===== src/rtl/i2cfq_pkg.sv =====
// Shared constants for the I2C byte queue and interrupt block.
// Assumes a 32-bit register word and a 4-bit register word index.
package i2cfq_pkg;
    // Interrupt bit positions; software decodes these, so they are fixed.
    localparam int BIT_TX_EMPTY  = 0;
    localparam int BIT_TX_NEMPTY = 1;
    localparam int BIT_TX_FULL   = 2;
    localparam int BIT_TX_OVR    = 3;
    localparam int BIT_RX_EMPTY  = 4;
    localparam int BIT_RX_NFULL  = 5;
    localparam int BIT_RX_FULL   = 6;
    localparam int BIT_DONE      = 19;
    localparam int BIT_ARB       = 24;
    localparam int BIT_BERR      = 25;
    localparam int BIT_NOSTOP    = 28;

    localparam logic [31:0] CLEARABLE = 32'h131F_007F;
    localparam logic [31:0] MASK_KEEP = 32'h1FFF_FFFF;

    // Register word indices.
    localparam logic [3:0] RG_CTRL  = 4'd0;
    localparam logic [3:0] RG_TXD   = 4'd1;
    localparam logic [3:0] RG_RXD   = 4'd2;
    localparam logic [3:0] RG_TXTHR = 4'd3;
    localparam logic [3:0] RG_RXTHR = 4'd4;
    localparam logic [3:0] RG_MASK  = 4'd5;
    localparam logic [3:0] RG_RAW   = 4'd6;
    localparam logic [3:0] RG_MSKD  = 4'd7;
    localparam logic [3:0] RG_CLR   = 4'd8;
    localparam logic [3:0] RG_LVL   = 4'd9;
endpackage


===== src/rtl/i2cfq_byte_queue.sv =====
// Byte queue with show-ahead head output and a multi-cycle flush.
// Assumes: push/pop are ignored when illegal (full/empty) or while a
// flush runs; flush_req is ignored while a flush is already running.
// FLUSH_CYCLES must be at least 1.
module i2cfq_byte_queue #(
    parameter int AW           = 4,
    parameter int FLUSH_CYCLES = 4
) (
    input  logic          clk,
    input  logic          rst_n,
    input  logic          flush_req,
    input  logic          push,
    input  logic [7:0]    push_data,
    input  logic          pop,
    output logic [7:0]    head,
    output logic [AW:0]   count,
    output logic          flushing,
    output logic          full,
    output logic          empty
);
    localparam int DEPTH = 1 << AW;
    localparam int TW    = (FLUSH_CYCLES > 2) ? $clog2(FLUSH_CYCLES) : 1;

    logic [7:0]    mem [DEPTH];
    logic [AW-1:0] wr_ptr;
    logic [AW-1:0] rd_ptr;
    logic [TW-1:0] ftmr;
    logic          do_push;
    logic          do_pop;
    logic          flush_end;

    assign full      = (count == (AW+1)'(DEPTH));
    assign empty     = (count == '0);
    assign do_push   = push && !full && !flushing;
    assign do_pop    = pop && !empty && !flushing;
    assign flush_end = flushing && (ftmr == '0);
    assign head      = mem[rd_ptr];

    // Flush timer: holds flushing high for FLUSH_CYCLES cycles.
    always_ff @(posedge clk) begin
        if (!rst_n) begin
            flushing <= 1'b0;
            ftmr     <= '0;
        end else if (flushing) begin
            if (ftmr == '0) flushing <= 1'b0;
            else            ftmr     <= ftmr - 1'b1;
        end else if (flush_req) begin
            flushing <= 1'b1;
            ftmr     <= TW'(FLUSH_CYCLES - 1);
        end
    end

    // Storage write; contents need no reset.
    always_ff @(posedge clk) begin
        if (do_push) mem[wr_ptr] <= push_data;
    end

    // Pointer and fill level bookkeeping, emptied at flush end.
    always_ff @(posedge clk) begin
        if (!rst_n || flush_end) begin
            wr_ptr <= '0;
            rd_ptr <= '0;
            count  <= '0;
        end else begin
            if (do_push) wr_ptr <= wr_ptr + 1'b1;
            if (do_pop)  rd_ptr <= rd_ptr + 1'b1;
            if (do_push && !do_pop)      count <= count + 1'b1;
            else if (do_pop && !do_push) count <= count - 1'b1;
        end
    end
endmodule


===== src/rtl/i2cfq_irq_status.sv =====
// Interrupt status: level bits from queue fill state, sticky event bits,
// mask with reserved top bits, masked view and a single request line.
// Assumes set and clear of the same event in one cycle leaves it set.
module i2cfq_irq_status
    import i2cfq_pkg::*;
#(
    parameter int AW = 4
) (
    input  logic          clk,
    input  logic          rst_n,
    input  logic [AW:0]   tx_count,
    input  logic [AW:0]   rx_count,
    input  logic [AW-1:0] tx_thr,
    input  logic [AW-1:0] rx_thr,
    input  logic          tx_full,
    input  logic          tx_empty,
    input  logic          rx_full,
    input  logic          rx_empty,
    input  logic [31:0]   evt_set,
    input  logic          clr_we,
    input  logic          mask_we,
    input  logic [31:0]   wdata,
    output logic [31:0]   raw,
    output logic [31:0]   mask,
    output logic [31:0]   masked,
    output logic          irq
);
    localparam logic [31:0] EVT_BITS = (32'd1 << BIT_TX_OVR) | (32'd1 << BIT_DONE) |
                                       (32'd1 << BIT_ARB) | (32'd1 << BIT_BERR) |
                                       (32'd1 << BIT_NOSTOP);

    logic [31:0] evt_q;
    logic [31:0] lvl;

    // Level conditions derived from the queue state.
    always_comb begin
        lvl = '0;
        lvl[BIT_TX_EMPTY]  = tx_empty;
        lvl[BIT_TX_NEMPTY] = (tx_count <= {1'b0, tx_thr});
        lvl[BIT_TX_FULL]   = tx_full;
        lvl[BIT_RX_EMPTY]  = rx_empty;
        lvl[BIT_RX_NFULL]  = (rx_count >= {1'b0, rx_thr});
        lvl[BIT_RX_FULL]   = rx_full;
    end

    // Sticky events: set by pulses, cleared by write-one within CLEARABLE.
    always_ff @(posedge clk) begin
        if (!rst_n) begin
            evt_q <= '0;
        end else begin
            evt_q <= ((evt_q & ~(clr_we ? (wdata & CLEARABLE) : 32'd0)) | evt_set) & EVT_BITS;
        end
    end

    // Mask register with reserved top bits held at zero.
    always_ff @(posedge clk) begin
        if (!rst_n)       mask <= '0;
        else if (mask_we) mask <= wdata & MASK_KEEP;
    end

    assign raw    = lvl | evt_q;
    assign masked = raw & mask;
    assign irq    = |masked;
endmodule


===== src/rtl/i2c_fifo_irq_hub.sv =====
// Top: register decode, thresholds, flush control, the two byte queues
// and the interrupt status block.
// Assumes one register access per cycle; read data is registered and
// qualified by reg_rack one cycle after the access. AW must be at most 7.
module i2c_fifo_irq_hub
    import i2cfq_pkg::*;
#(
    parameter int AW           = 4,
    parameter int FLUSH_CYCLES = 4
) (
    input  logic        clk,
    input  logic        rst_n,
    input  logic        reg_valid,
    input  logic        reg_write,
    input  logic [3:0]  reg_addr,
    input  logic [31:0] reg_wdata,
    output logic [31:0] reg_rdata,
    output logic        reg_rack,
    input  logic        eng_tx_pop,
    output logic [7:0]  eng_tx_data,
    output logic        eng_tx_avail,
    input  logic        eng_rx_push,
    input  logic [7:0]  eng_rx_data,
    output logic        eng_rx_room,
    input  logic        eng_evt_done,
    input  logic        eng_evt_nostop,
    input  logic        eng_evt_arb,
    input  logic        eng_evt_berr,
    output logic        irq_o
);
    localparam int CW = AW + 1;

    logic          wr_en;
    logic          rd_en;
    logic [AW-1:0] tx_thr;
    logic [AW-1:0] rx_thr;
    logic [CW-1:0] tx_count;
    logic [CW-1:0] rx_count;
    logic          tx_flushing;
    logic          rx_flushing;
    logic          tx_full;
    logic          tx_empty;
    logic          rx_full;
    logic          rx_empty;
    logic [7:0]    rx_head;
    logic          tx_push;
    logic          rx_pop;
    logic          tx_flush_req;
    logic          rx_flush_req;
    logic [31:0]   evt_set;
    logic [31:0]   raw;
    logic [31:0]   mask;
    logic [31:0]   masked;

    assign wr_en        = reg_valid && reg_write;
    assign rd_en        = reg_valid && !reg_write;
    assign tx_push      = wr_en && (reg_addr == RG_TXD);
    assign rx_pop       = rd_en && (reg_addr == RG_RXD);
    assign tx_flush_req = wr_en && (reg_addr == RG_CTRL) && reg_wdata[0];
    assign rx_flush_req = wr_en && (reg_addr == RG_CTRL) && reg_wdata[1];

    assign eng_tx_avail = !tx_empty && !tx_flushing;
    assign eng_rx_room  = !rx_full && !rx_flushing;

    // Threshold registers; the receive side starts at 1.
    always_ff @(posedge clk) begin
        if (!rst_n) begin
            tx_thr <= '0;
            rx_thr <= AW'(1);
        end else if (wr_en) begin
            if (reg_addr == RG_TXTHR) tx_thr <= reg_wdata[AW-1:0];
            if (reg_addr == RG_RXTHR) rx_thr <= reg_wdata[AW-1:0];
        end
    end

    // Event pulses gathered into their status positions.
    always_comb begin
        evt_set = '0;
        evt_set[BIT_TX_OVR] = tx_push && tx_full && !tx_flushing;
        evt_set[BIT_DONE]   = eng_evt_done;
        evt_set[BIT_ARB]    = eng_evt_arb;
        evt_set[BIT_BERR]   = eng_evt_berr;
        evt_set[BIT_NOSTOP] = eng_evt_nostop;
    end

    i2cfq_byte_queue #(.AW(AW), .FLUSH_CYCLES(FLUSH_CYCLES)) u_txq (
        .clk       (clk),
        .rst_n     (rst_n),
        .flush_req (tx_flush_req),
        .push      (tx_push),
        .push_data (reg_wdata[7:0]),
        .pop       (eng_tx_pop),
        .head      (eng_tx_data),
        .count     (tx_count),
        .flushing  (tx_flushing),
        .full      (tx_full),
        .empty     (tx_empty)
    );

    i2cfq_byte_queue #(.AW(AW), .FLUSH_CYCLES(FLUSH_CYCLES)) u_rxq (
        .clk       (clk),
        .rst_n     (rst_n),
        .flush_req (rx_flush_req),
        .push      (eng_rx_push),
        .push_data (eng_rx_data),
        .pop       (rx_pop),
        .head      (rx_head),
        .count     (rx_count),
        .flushing  (rx_flushing),
        .full      (rx_full),
        .empty     (rx_empty)
    );

    i2cfq_irq_status #(.AW(AW)) u_irq (
        .clk      (clk),
        .rst_n    (rst_n),
        .tx_count (tx_count),
        .rx_count (rx_count),
        .tx_thr   (tx_thr),
        .rx_thr   (rx_thr),
        .tx_full  (tx_full),
        .tx_empty (tx_empty),
        .rx_full  (rx_full),
        .rx_empty (rx_empty),
        .evt_set  (evt_set),
        .clr_we   (wr_en && (reg_addr == RG_CLR)),
        .mask_we  (wr_en && (reg_addr == RG_MASK)),
        .wdata    (reg_wdata),
        .raw      (raw),
        .mask     (mask),
        .masked   (masked),
        .irq      (irq_o)
    );

    // Registered read path with one-cycle acknowledge.
    always_ff @(posedge clk) begin
        if (!rst_n) begin
            reg_rdata <= '0;
            reg_rack  <= 1'b0;
        end else begin
            reg_rack <= rd_en;
            if (rd_en) begin
                unique case (reg_addr)
                    RG_CTRL:  reg_rdata <= {30'd0, rx_flushing, tx_flushing};
                    RG_RXD:   reg_rdata <= (!rx_empty && !rx_flushing) ? {24'd0, rx_head} : 32'd0;
                    RG_TXTHR: reg_rdata <= 32'(tx_thr);
                    RG_RXTHR: reg_rdata <= 32'(rx_thr);
                    RG_MASK:  reg_rdata <= mask;
                    RG_RAW:   reg_rdata <= raw;
                    RG_MSKD:  reg_rdata <= masked;
                    RG_LVL:   reg_rdata <= {16'd0, 8'(rx_count), 8'(tx_count)};
                    default:  reg_rdata <= 32'd0;
                endcase
            end
        end
    end
endmodule


===== config.mk =====
export PLATFORM = sky130hd
export DESIGN_NAME = i2c_fifo_irq_hub
export DESIGN_NICKNAME = d
export VERILOG_FILES = /design/src/rtl/i2cfq_pkg.sv /design/src/rtl/i2cfq_byte_queue.sv /design/src/rtl/i2cfq_irq_status.sv /design/src/rtl/i2c_fifo_irq_hub.sv
export SDC_FILE = /design/constraint.sdc
export NUM_CORES = 1
export LEC_CHECK = 0
export ABC_AREA = 1
export BUFFER_PORTS_ARGS = -buffer_cell sky130_fd_sc_hd__buf_2
export CORE_MARGIN = 4
export CORE_UTILIZATION = 45
export CTS_CLUSTER_DIAMETER = 40
export DETAILED_ROUTE_END_ITERATION = 7
export PLACE_DENSITY = 0.73
export SYNTH_ARGS = -nofsm -noshare
export SYNTH_HDL_FRONTEND = slang
export SYNTH_HIERARCHICAL = 1
export SYNTH_SLANG_ARGS = --single-unit

===== constraint.sdc =====
create_clock -name clk -period 2.4 [get_ports clk]
set_input_delay 0.24 -clock clk [delete_from_list [all_inputs] [get_ports clk]]
set_output_delay 0.24 -clock clk [all_outputs]
set_load 0.05 [all_outputs]

* Yosys cells after proc, flatten, opt, wreduce, memory -nomap -nowiden
Memory sizes are Yosys's and may differ from the RTL's. A register that Yosys moved wholly into a read port is not among the register bits.
Cells that the tools add are included.
** Storage, ports and cells
- Flip-flop bits (word level) :: 107
- Input bits :: 54
- Memories kept :: 2
- Memory bits (writable) :: 256
** Operators by class
- Equality and inequality tests :: 13
- Add/sub/neg operators :: 10
- Reductions and logical operators :: 56
- Bitwise operators :: 5
- Muxes and demuxes :: 27
- Order comparisons :: 2
** Memory list
- u_rxq.mem :: words 16, bits a word 8, read ports 1, clocked after memory_dff 1, wr ports 1, RTL line i2cfq_byte_queue.sv:24 : logic [7:0] mem [DEPTH];
- u_txq.mem :: words 16, bits a word 8, read ports 1, clocked after memory_dff 1, wr ports 1, RTL line i2cfq_byte_queue.sv:24
** Operators by type and width (count)
- 32-bit one-hot mux with 8 select lines :: 1
- 32-bit by 29-bit bitwise AND with 32-bit output :: 1
- 32-bit OR reduction :: 1
- 29-bit bitwise AND :: 1
- 29-bit 2-to-1 mux :: 1
- 29-bit NOT :: 1
- 29-bit OR :: 1
- 7-bit by 29-bit OR with 29-bit output :: 1
- 1-bit logical AND :: 28
- 5-bit 2-to-1 mux :: 4
- 4-bit by 1-bit adder with 4-bit output, second input constant :: 4
- 4-bit by 3-bit == test with 1-bit output, second input constant :: 4
- 4-bit 2-to-1 mux :: 4
- 1-bit zero test :: 12
- 2-bit 2-to-1 mux :: 6
- 5-bit by 1-bit adder with 5-bit output, second input constant :: 2
- 5-bit == test, second input constant :: 2
- 5-bit zero test :: 2
- 1-bit 2-to-1 mux :: 10
- 5-bit by 1-bit subtractor with 5-bit output, second input constant :: 2
- 4-bit by 2-bit == test with 1-bit output, second input constant :: 2
- 4-bit == test, second input constant :: 2
- 8-bit 2-to-1 mux :: 1
- 2-bit AND reduction :: 4
- 9 further kinds :: 16

* Depth between registers and ports, before layout
Gate-level depths: netlist of the first run.
- Depth after elaboration :: 8
- Gate-level depth with buffers :: 17

* Cells and area by module
Netlist of the first run, hierarchy kept.
** By module, submodules not included
- i2cfq_byte_queue (u_rxq) :: cells each 645, area each 6531.3 um2, times used 1
- i2cfq_byte_queue (u_txq) :: cells each 643, area each 6485.0 um2, times used 1
- i2c_fifo_irq_hub :: cells each 417, area each 2437.3 um2, times used 1
- i2cfq_irq_status :: cells each 273, area each 1906.8 um2, times used 1

* Least setup slack after synthesis of the first run
No wires, ideal clock.
- Path type :: input to register
- From :: input reg_valid
- To :: register u_rxq.count[3]
- Slack :: -0.067 ns
- Setup time :: 0.115 ns
- Arrival :: 2.352 ns
- Required time :: 2.285 ns
- Cell stages on the path :: 15
- Buffers on the path :: 1
- Cell sequence :: inv_1 nor2_1 clkinv_1 clkbuf_1 nor2_1 nand3_1 ha_1 inv_1 ha_1 nand3_1 nand3_1 nand2_1 nand2_1 o21ai_0 inv_1
** On the way
- Longest elaborated chain between the ends :: 7
- Elaborated cells on any way between the ends :: 9
** Ends and longest elaborated chain
- start: declaration :: RTL line i2c_fifo_irq_hub.sv:13 : input logic reg_valid,
- 1-bit logical AND * :: RTL line i2c_fifo_irq_hub.sv:56 : assign rd_en = reg_valid && !reg_write;
- 1-bit logical AND * :: RTL line i2c_fifo_irq_hub.sv:58 : assign rx_pop = rd_en && (reg_addr == RG_RXD);
- via rx_pop :: RTL line i2c_fifo_irq_hub.sv:47 : logic rx_pop;
- 1-bit logical AND * (2 in a row) :: RTL line i2cfq_byte_queue.sv:35 : assign do_pop = pop && !empty && !flushing;
- 1-bit zero test :: RTL line i2cfq_byte_queue.sv:67 : if (do_push && !do_pop) count <= count + 1'b1;
- 1-bit logical AND :: RTL line i2cfq_byte_queue.sv:67
- 5-bit 2-to-1 mux or 2-bit nonzero test (tied branches)
- end signal: assignment :: RTL line i2cfq_byte_queue.sv:67
- end signal: assignment :: RTL line i2cfq_byte_queue.sv:68 : else if (do_pop && !do_push) count <= count - 1'b1;
- end: declaration :: RTL line i2cfq_byte_queue.sv:16 : output logic [AW:0] count,
The timed path passes the listed nets; every way through them passes the cells marked *.
A chain may end at the register's enable or synchronous reset.

==> results by group, run 1 <==
Power
  – IR drop worst, VDD: 652 uV
  – Total chip power: 17400 uW
  – Pwr dens: between 800 and 900 nW/um^2
  – Switching part of the total: 0.292
  – Internal Power: 12300 uW
  – Seq pwr share: 0.411
  – Net switching component of the power: 5090 uW
  – Share of power burned in combinational logic: 0.188
  – Leak pwr: ~0.009 uW
  – Clock network fraction of design power: 0.401

Worst setup path
  – Delay of the slowest cell on the worst path: 0.40 ns
  – Critical Path Start Type: flip-flop
  – Worst r2r src: u_rxq/count[2]
  – CP Data Required Time: around 2.2 ns
  – Worst endpoint data arrival time: around 2.1 ns
  – Setup slack of the worst register-to-register path: 0.29 ns
  – Highest-delay cell along the critical path: dfxtp_4
  – Ordered list of cells on the worst path: inv_2 -> clkbuf_16 -> or2_2 -> nand2_1 -> nand3_1 -> nand3_1 -> nand2_1 -> buf_2
  – Critical path capture point type: output port
  – Endpoint of the worst-slack reg-to-reg timing path: u_rxq/count[3]
  – Largest fanout on the critical path: 26
  – Worst setup path class: reg -> out
  – Logic depth of the worst register-to-register path: 12

Place
  – HPWL reported at the end of detailed placement: 26.8 mm
  – Final GP Congestion: a little under 0.9
  – Count of buffers inserted at the top-level ports: 94

Routing
  – Residual DRC: 0
  – Total iterations of the first detailed-routing run: 5
  – ANT nets after route: 0
  – Post-detailed-route via-to-cell ratio: 5.11
  – Starting DRT DRC Count: 1187
  – Vias post-DR: around 14000
  – Post-DR wirelength/cell: 16.1 um
  – Routed wire length: 43.3 mm

Floorplanning
  – Floorplan die area: about 42000 um^2
  – Die Y-Extent: 204 um
  – Starting density of the core: 0.459
  – Core Rows: 71
  – Count of boundary I/O pins: 98
  – Area inside the core boundary: 37800 um^2
  – Die outline width: 204 um

Clocking
  – Clock slew seen by the registers of the worst setup and hold paths: 0.06 ns
  – Insertion delay of the later-clocked pin in the worst-skew pair: ~0.56 ns
  – TritonCTS clock tree: built
  – Maximum clock insertion buffer count: 3
  – Max H-tree Level: 2
  – Clock sink total: 371
  – Clock buffers created by TritonCTS: 45
  – Library cell used as clock root buffer: clkbuf_16

Min path
  – Count of cells along the worst hold path: 3
  – Min-Delay Path Class: in -> reg
  – Worst Hold Launch: eng_tx_pop

Global routing
  – First-pass GRT wire length: a little under 70 mm
  – Global route total overflow: 0
  – Antenna violations before repair: 2
  – Global-route usage over all layers: 0.202
  – Number of global-route vias before repair: around 13000
  – Largest net degree at the start of global routing: 78

STA
  – Fmax: 426 MHz
  – TNS Setup: 0 ns
  – Final worst clock skew: 0.0141 ns
  – Least-Margin Pin Slew: 0.659 ns
  – Endpoints failing setup: 0
  – Normalized max-slew margin: 0.560
  – Part of the cycle the worst path needs: 0.978
  – Setup repair after global routing missed its margin: true
  – Minimum clock period after layout: ~2.3 ns
  – Max-slew violations: 0
  – Number of hold-slack violations in the final timing report: 0

Layout
  – Synthesis-to-finish area growth: 17.1%
  – Final nets: ~2200
  – Share of post-route cells with drive strength above 1: 0.133

Outcome
  – Run status: complete, no violations

Yosys
  – Mean cell area of the mapped netlist: 8.78 um^2
  – Number of warnings issued by yosys: 6
  – Cell Area, Synth: 17400 um^2
  – Post-synthesis cell count: 1977

Job
  – Max-cap check violation count: 0
-- per-layer routing --
layer / up-vias / track usage / part of all wire
li1: 6647 / - / -
met1: 6405 / 0.252 / 0.40
met2: 517 / 0.347 / 0.49
met3: 142 / 0.0321 / 0.069
met4: 2 / 0.0878 / 0.041
met5: - / 0 / 0.00030
-- how the worst max path moves through the flow --
stage	startpoint	end	slack, ns	depth (start not counted)
4_1_cts	flip-flop	eng_tx_data[4]	0.03	8
6_report	flip-flop	eng_tx_data[1]	0.05	8
3_3_place_gp	reg_addr[1]	u_txq/count[3]	0.08	16
2_1_floorplan	reg_valid	u_rxq/count[3]	0.08	15
5_1_grt	u_rxq/count[0]	irq_o	-0.01	12
3_5_place_dp	reg_addr[1]	u_txq/count[3]	0.03	16
-- final cells by class --
| type | count | area [um^2] |
|---|---|---|
| clock buffer | 53 | 1220 |
| tap | 511 | 639 |
| inverter | 207 | 783 |
| fill | 3335 | 17500 |
| multi-input combinational | 1316 | 5960 |
| clock inverter | 31 | 330 |
| sequential | 371 | 10000 |
| timing repair buffer | 194 | 1390 |
| antenna | 1 | 2.50 |
-- state kept, by name (all words and copies together) (netlist names), named ones only --
signal,cells
reg_rack,1
reg_rdata,32
rx_thr,4
tx_thr,4
u_irq/evt_q,5
u_irq/mask,29
u_rxq/count,5
u_rxq/flushing,1
u_rxq/ftmr,2
u_rxq/mem,128
u_rxq/rd_ptr,4
u_rxq/wr_ptr,4
u_txq/count,5
u_txq/flushing,1
u_txq/ftmr,2
u_txq/mem,128
u_txq/rd_ptr,4
u_txq/wr_ptr,4
-- power groups by stage --
stage	clock, uW	combinational [uW]	sequential [uW]
after floorplan	0	2270	7290
after global routing	7350	3640	7180
after detailed placement	0	3050	7270
final	6980	3270	7160
after global placement	0	2950	7260
after CTS	7090	3110	7140
-- critical path, delay by kind of cell (launching register included) --
family,cells,cell delay (ns)
buffers and inverters,3,0.51
DFF,1,0.40
and+or+nand+nor,5,0.63
-- timing repair --
action	in CTS	in global routing
endpoints found under the setup margin	9	10
hold endpoints to repair	25	0
gates resized for setup	2	16
setup buffers	0	0
gates cloned	0	2
hold buffers	26	0
-- through the flow --
step                std cells  area, um^2   util  hold WS, ns  setup slack, ns
floorplan                2021       17500      -        0.339           0.0816
global placement         2571       18400  0.487        0.448           0.0762
detailed placement       2571       18400  0.487        0.453           0.0272
CTS                      2681       20200  0.535       0.0169           0.0307
global route             2684       20300  0.537       0.0652          -0.0148
finish                   2684       20300  0.537       0.0423           0.0527
-- cell usage in the layout (no fill, tap or decap), drive strengths merged, types with 5 or more instances in the layout --
master         n
bufinv         5
nand4         13
nor2         202
dfxtp        115
buf          162
inv          214
o21bai         5
clkbuf        59
xor2           6
dlygate4sd3   26
a21oi         56
o211ai         5
nand2        601
o21ai         52
or2           32
clkinv        17
conb          45
ha            28
edfxtp       256
nor3          26
nand3        236
Note: power is estimated with default switching activity, not from simulation.
==> run 2: changes to the inputs <==
CELL_PAD_IN_SITES_DETAIL_PLACEMENT = 1   (was unset)
CELL_PAD_IN_SITES_GLOBAL_PLACEMENT = 1   (was unset)
CORE_ASPECT_RATIO = 0.8   (was unset)
CORE_UTILIZATION = 43   (was 45)
PLACE_DENSITY = 0.86   (was 0.73)
==> run 2 against run 1 <==
Against the previous run:
- sequential power hardly changed
- design area is 2.0% higher
- via count grew 7.0%
- power is 6.3% higher
- final cell count is 1.8% higher
- first-iteration DRC count down 0.59%
- highest routed layer unchanged
==> results by group, run 2 (same netlist as run 1, synthesis figures left out) <==
Outcome
  – Run status: complete, no violations

Clocking
  – Clock buffers created by TritonCTS: 49 (+8.9%)
  – Library cell used as clock root buffer: clkbuf_16
  – Maximum clock insertion buffer count: 3 (unchanged)
  – Clock slew seen by the registers of the worst setup and hold paths: 0.06 ns (about the same)
  – TritonCTS clock tree: built
  – Clock sink total: 371 (unchanged)
  – Insertion delay of the later-clocked pin in the worst-skew pair: 0.58 ns (+0.02 ns)
  – Max H-tree Level: 2 (unchanged)

Min path
  – Min-Delay Path Class: in -> reg
  – Worst Hold Launch: eng_tx_pop
  – Count of cells along the worst hold path: 3 (unchanged)
  – Terminating pin of the worst hold path: u_txq/rd_ptr[1]

Floorplanning
  – Core Rows: 65 (-8.5%)
  – Floorplan die area: 43700 um^2 (+4.5%)
  – Starting density of the core: 0.437 (-0.0213)
  – Die outline width: 233 um (+14%)
  – Area inside the core boundary: 39700 um^2 (+4.9%)
  – Die Y-Extent: 188 um (-8.2%)
  – Count of boundary I/O pins: 98 (unchanged)

Worst setup path
  – Critical Path Start Type: flip-flop
  – Worst setup path class: reg -> out
  – Setup slack of the worst register-to-register path: 0.07 ns (-0.22 ns)
  – CP Data Required Time: 2.16 ns (about the same)
  – Worst r2r src: u_rxq/count[0]
  – Endpoint of the worst-slack reg-to-reg timing path: u_rxq/count[3]
  – Logic depth of the worst register-to-register path: 12 (unchanged)
  – Worst endpoint data arrival time: 2.12 ns (about the same)
  – Critical path capture point type: output port
  – Largest fanout on the critical path: 13 (-50%)

Layout
  – Synthesis-to-finish area growth: 19.5%
  – Final nets: 2240 (+0.95%)
  – Final non-filler cell area: 20700 um^2 (+2.0%)
  – Filler cell count in the final layout: 4681 (+40%)
  – Registers with the most flip-flops: u_rxq/mem x128, u_txq/mem x128, reg_rdata x32
  – Share of post-route cells with drive strength above 1: 0.148 (+0.0158)
  – Antenna cells: 0 (-1)
  – Most common library cell in the layout ignoring fill and taps: nand2_1
  – Filler-free cell count of the finished design: 2733 (+1.8%)
  – Most used cells in the layout excluding fill and tap cells: nand2_1, edfxtp_1, nand3_1

Place
  – Total placed cells including tap cells: 2606 (+1.4%)
  – HPWL reported at the end of detailed placement: 34.5 mm (+28%)
  – Final GP Congestion: 0.850 (-4.5%)
  – Post-Place Setup Slack: -0.0474 ns (-0.0746 ns)
  – Placed Area: 18500 um^2 (+0.51%)
  – Count of buffers inserted at the top-level ports: 94 (unchanged)

Job
  – Max-cap check violation count: 0 (unchanged)

Power
  – Switching part of the total: 0.312 (+0.0198)
  – Share of power burned in combinational logic: 0.204 (+0.016)
  – Internal Power: 12700 uW (+3.3%)
  – Net switching component of the power: 5770 uW (+13%)
  – IR drop worst, VDD: 616 uV (-5.6%)
  – Pwr dens: 892 nW/um^2 (+4.1%)
  – Seq pwr share: 0.386 (-0.025)
  – Clock network fraction of design power: 0.410 (+0.009)
  – Leak pwr: 0.00898 uW (+2.2%)

Routing
  – Routed wire length: 56.4 mm (+30%)
  – Residual DRC: 0 (unchanged)
  – Post-detailed-route via-to-cell ratio: 5.37 (+5.1%)
  – Vias post-DR: 14700 (+7.0%)
  – Post-DR wirelength/cell: 20.6 um (+28%)
  – Starting DRT DRC Count: 1180 (-0.59%)
  – ANT nets after route: 0 (unchanged)
  – Total iterations of the first detailed-routing run: 5 (unchanged)

Global routing
  – Largest net degree at the start of global routing: 76 (-2.6%)
  – First-pass GRT wire length: 86.2 mm (+27%)
  – Global-route usage over all layers: 0.248 (+0.0464)
  – Global route total overflow: 0 (unchanged)
  – Antenna violations before repair: 2 (unchanged)
  – Number of global-route vias before repair: 15800 (+19%)

STA
  – Final worst clock skew: 0.0319 ns (+0.0178 ns)
  – Least-Margin Pin Slew: 0.806 ns (+0.147 ns)
  – Slack of the critical path: 0.0425 ns (-0.0101 ns)
  – Fmax: 424 MHz (-0.43%)
  – Max-slew violations: 0 (unchanged)
  – Part of the cycle the worst path needs: 0.982 (+0.00422)
  – Setup repair after global routing missed its margin: true
  – Number of hold-slack violations in the final timing report: 0 (unchanged)
  – Endpoints failing setup: 0 (unchanged)
  – Minimum clock period after layout: 2.36 ns (+0.0101 ns)
  – Normalized max-slew margin: 0.462 (-0.0979)
-- run 2: cell count changes in the layout (fill, tap and decap cells not counted), sizes merged --
cell	before	now
buf	162	180
bufinv	5	2
clkbuf	59	66
clkinv	17	14
clkinvlp	2	4
diode	1	0
dlygate4sd3	26	27
inv	214	217
-- run 2: final cells by class --
cell class,count,area (um^2),area share
Sequential cell,371,10000,0.482
Multi-Input combinational cell,1316,6000,0.289
Timing Repair Buffer,211,1560,0.0754
Clock buffer,62,1410,0.0680
Inverter,207,790,0.0381
Tap cell,536,671,0.0323
Clock inverter,30,308,0.0148
-- run 2: repair_timing --
action / in CTS / in global routing
hold endpoints to repair: 25 / 0
buffers inserted: 0 / 4
gates resized for setup: 8 / 32
hold buffers: 27 / 0
endpoints found under the setup margin: 5 / 13
cloned: 0 / 4
-- run 2: power groups by stage --
stage	Clock [uW]	Combinational, uW	Sequential, uW
after global routing	7990	4120	7160
after floorplan	0	2270	7290
after global placement	0	3110	7230
after CTS	7670	3440	7120
final	7580	3780	7140
after detailed placement	0	3320	7250
-- run 2: per-stage QoR --
| step | power (uW) | TNS (ns) | hold WS (ns) | util |
|---|---|---|---|---|
| finish | 18500 | 0 | 0.0298 | 0.523 |
| global route | 19300 | -0.122 | 0.0453 | 0.523 |
| CTS | 18200 | 0 | 0.00461 | 0.517 |
| detailed placement | 10600 | -0.0666 | 0.462 | 0.467 |
| global placement | 10300 | 0 | 0.446 | 0.467 |
| floorplan | 9560 | 0 | 0.339 | - |
-- run 2: worst max path at each step --
stage | endpoint
final | eng_tx_data[2]
after global routing | u_rxq/count[3]
after CTS | eng_tx_data[7]
after detailed placement | u_txq/count[3]
after global placement | u_txq/count[3]
after floorplan | u_rxq/count[3]
-- run 2: critical path, stage by stage (launching register included) --
cell and delay (ns):
dfxtp_4 0.41, inv_4 0.09, clkbuf_16 0.19, or2_2 0.30
nand2_2 0.07, nand3_1 0.09, nand3_1 0.12, nand2_1 0.09
buf_6 0.16
-- run 2: routing by layer --
layer  vias to the layer above  share of wire  track usage
li1                       6692              -            -
met1                      7280           0.42        0.323
met2                       571           0.48        0.416
met3                       127          0.067       0.0495
met4                         4          0.032       0.0823
met5                         -        0.00050            0
==> run 3: changes to the inputs <==
CORE_ASPECT_RATIO = 0.5   (was 0.8)
==> run 3 against run 2 <==
Against the previous run:
- design area is 1.7% lower
- highest routed layer is now met4
- die area increased by 0.40%
- first-iteration DRC count decreased by 1.8%
- via count down 2.6%
- critical path depth fell by 1
- wire length is 4.8% lower
- utilization shrank 0.48 points
- clock skew down 0.014 ns
- register-to-register slack improved by 0.15 ns
==> results by group, run 3 (same netlist as run 1, synthesis figures left out) <==
Routing
  – Residual DRC: 0 (unchanged)
  – ANT nets after route: 0 (unchanged)
  – Total iterations of the first detailed-routing run: 5 (unchanged)
  – Vias post-DR: 14300 (-2.6%)
  – Post-DR wirelength/cell: 19.8 um (-4.1%)
  – Post-detailed-route via-to-cell ratio: 5.27 (-1.8%)
  – Routed wire length: 53.7 mm (-4.8%)
  – Starting DRT DRC Count: 1159 (-1.8%)

STA
  – Endpoints failing setup: 0 (unchanged)
  – Final worst clock skew: 0.0175 ns (-0.0145 ns)
  – Number of hold-slack violations in the final timing report: 0 (unchanged)
  – Least-Margin Pin Slew: 0.635 ns (-0.170 ns)
  – Normalized max-slew margin: 0.576 (+0.114)
  – Slack of the critical path: 0.0347 ns (-0.00786 ns)
  – Max-slew violations: 0 (unchanged)
  – Part of the cycle the worst path needs: 0.986 (+0.00328)
  – Fmax: 423 MHz (-0.33%)
  – Minimum clock period after layout: 2.37 ns (+0.00786 ns)

Power
  – Internal Power: 12300 uW (-3.4%)
  – Total chip power: 17700 uW (-4.3%)
  – IR drop worst, VDD: 565 uV (-8.3%)
  – Clock network fraction of design power: 0.390 (-0.020)
  – Switching part of the total: 0.306 (-0.00649)
  – Net switching component of the power: 5410 uW (-6.3%)
  – Seq pwr share: 0.403 (+0.017)
  – Share of power burned in combinational logic: 0.207 (+0.003)
  – Pwr dens: 868 nW/um^2 (-2.7%)
  – Leak pwr: 0.00880 uW (-2.0%)

Clocking
  – Max H-tree Level: 2 (unchanged)
  – Clock buffers created by TritonCTS: 41 (-16%)
  – Maximum clock insertion buffer count: 3 (unchanged)
  – Clock slew seen by the registers of the worst setup and hold paths: 0.07 ns (about the same)
  – TritonCTS clock tree: built
  – Clock sink total: 371 (unchanged)
  – Insertion delay of the later-clocked pin in the worst-skew pair: 0.55 ns (-0.03 ns)
  – Library cell used as clock root buffer: clkbuf_16

Job
  – Max-cap check violation count: 0 (unchanged)

Layout
  – Multi-input gate area: 5960 um^2 (-0.63%)
  – Registers with the most flip-flops: u_rxq/mem x128, u_txq/mem x128, reg_rdata x32
  – Final core utilization: 0.518 (-0.00482)
  – Filler-free cell count of the finished design: 2712 (-0.77%)
  – Storage element area: 9990 um^2 (about the same)
  – Final nets: 2232 (-0.36%)
  – Filler cell count in the final layout: 4622 (-1.3%)
  – Final non-filler cell area: 20400 um^2 (-1.7%)
  – Synthesis-to-finish area growth: 17.5%
  – Most used cells in the layout excluding fill and tap cells: nand2_1, edfxtp_1, nand3_1
  – Share of post-route cells with drive strength above 1: 0.135 (-0.0131)
  – Most common library cell in the layout ignoring fill and taps: nand2_1

Global routing
  – First-pass GRT wire length: 83.2 mm (-3.4%)
  – Number of global-route vias before repair: 15300 (-3.5%)
  – Largest net degree at the start of global routing: 78 (+2.6%)
  – Global route total overflow: 0 (unchanged)
  – Antenna violations before repair: 1 (-1)
  – Global-route usage over all layers: 0.240 (-0.00755)

Place
  – Post-Place Setup Slack: 0.0219 ns (+0.0693 ns)
  – Final GP Congestion: 0.865 (+1.8%)
  – Count of buffers inserted at the top-level ports: 94 (unchanged)
  – HPWL reported at the end of detailed placement: 33.4 mm (-3.0%)
  – Placed Area: 18500 um^2 (about the same)
  – Total placed cells including tap cells: 2604 (-0.077%)

Floorplanning
  – Core Rows: 51 (-22%)
  – Die Y-Extent: 150 um (-20%)
  – Count of boundary I/O pins: 98 (unchanged)
  – Starting density of the core: 0.441 (+0.00352)
  – Floorplan die area: 43800 um^2 (+0.40%)
  – Area inside the core boundary: 39400 um^2 (-0.80%)
  – Die outline width: 292 um (+26%)

Worst setup path
  – Critical path capture point type: output port
  – Largest fanout on the critical path: 19 (+6)
  – CP Data Required Time: 2.16 ns (about the same)
  – Worst endpoint data arrival time: 2.13 ns (about the same)
  – Critical Path Start Type: flip-flop
  – Worst setup path class: reg -> out

Min path
  – Min-Delay Path Class: in -> reg

Outcome
  – Run status: complete, no violations
run 3: cell count changes in the layout (fill, tap and decap cells not counted), sizes merged:
| cell | previous run | this run |
|---|---|---|
| dlygate4sd3 | 27 | 25 |
| clkinv | 14 | 8 |
| inv | 217 | 211 |
| diode | 0 | 1 |
| clkbuf | 66 | 58 |
| bufinv | 2 | 5 |
| buf | 180 | 183 |
run 3: routing by layer:
metal | GRT usage | share of wire | up-vias
li1 | - | - | 6657
met3 | 0.0340 | 0.044 | 106
met5 | 0 | 0 | -
met4 | 0.0763 | 0.028 | 0
met2 | 0.441 | 0.51 | 398
met1 | 0.295 | 0.42 | 7131
run 3: timing repair:
item                       4_1_cts  5_1_grt
gates resized for setup          4       18
setup endpoints to repair        8       11
buffers inserted                 0        3
pin swaps                        0        0
hold endpoints to repair        25        0
hold buffers                    25        0
gates cloned                     1        2
run 3: worst paths after layout:
path                       start              to  slack [ns]  cells past startpoint
setup / recovery       flip-flop  eng_tx_data[2]        0.03                      7
hold / removal             rst_n   u_irq/mask[8]        0.01                      3
setup reg to reg  u_rxq/count[0]  u_rxq/count[4]        0.22                     12
hold reg to reg    reg_rdata[22]   reg_rdata[22]        0.46                      2
run 3: power by group through the flow:
| stage | logic, uW | clock network [uW] | registers [uW] |
|---|---|---|---|
| finish | 3670 | 6900 | 7140 |
| global route | 3980 | 7320 | 7150 |
| CTS | 3520 | 6970 | 7120 |
| detailed placement | 3340 | 0 | 7240 |
| global placement | 3170 | 0 | 7230 |
| floorplan | 2270 | 0 | 7290 |
run 3: area by class of cell:
cell class / instances / area share
flip-flops and latches: 371 / 0.490
multi-input cells: 1316 / 0.292
repair buffers: 210 / 0.0729
clock buffers: 56 / 0.0588
inverters: 207 / 0.0390
well taps: 530 / 0.0325
clock inverters: 20 / 0.0136
repair inverters: 1 / 0.000430
diodes: 1 / 0.000123
run 3: worst max-delay path, cell delays in order (launching register included):
cell and delay (ns):
dfxtp_4 0.41, clkbuf_16 0.22, or2_2 0.31, nand3_1 0.10
nand3_1 0.08, nand3_1 0.15, nand2_1 0.11, buf_4 0.20
run 3: per-stage QoR:
stage	hold slack (ns)	setup TNS [ns]
floorplan	0.339	0
global placement	0.446	0
detailed placement	0.452	0
CTS	0.00893	0
global route	0.0484	-0.0722
finish	0.0139	0
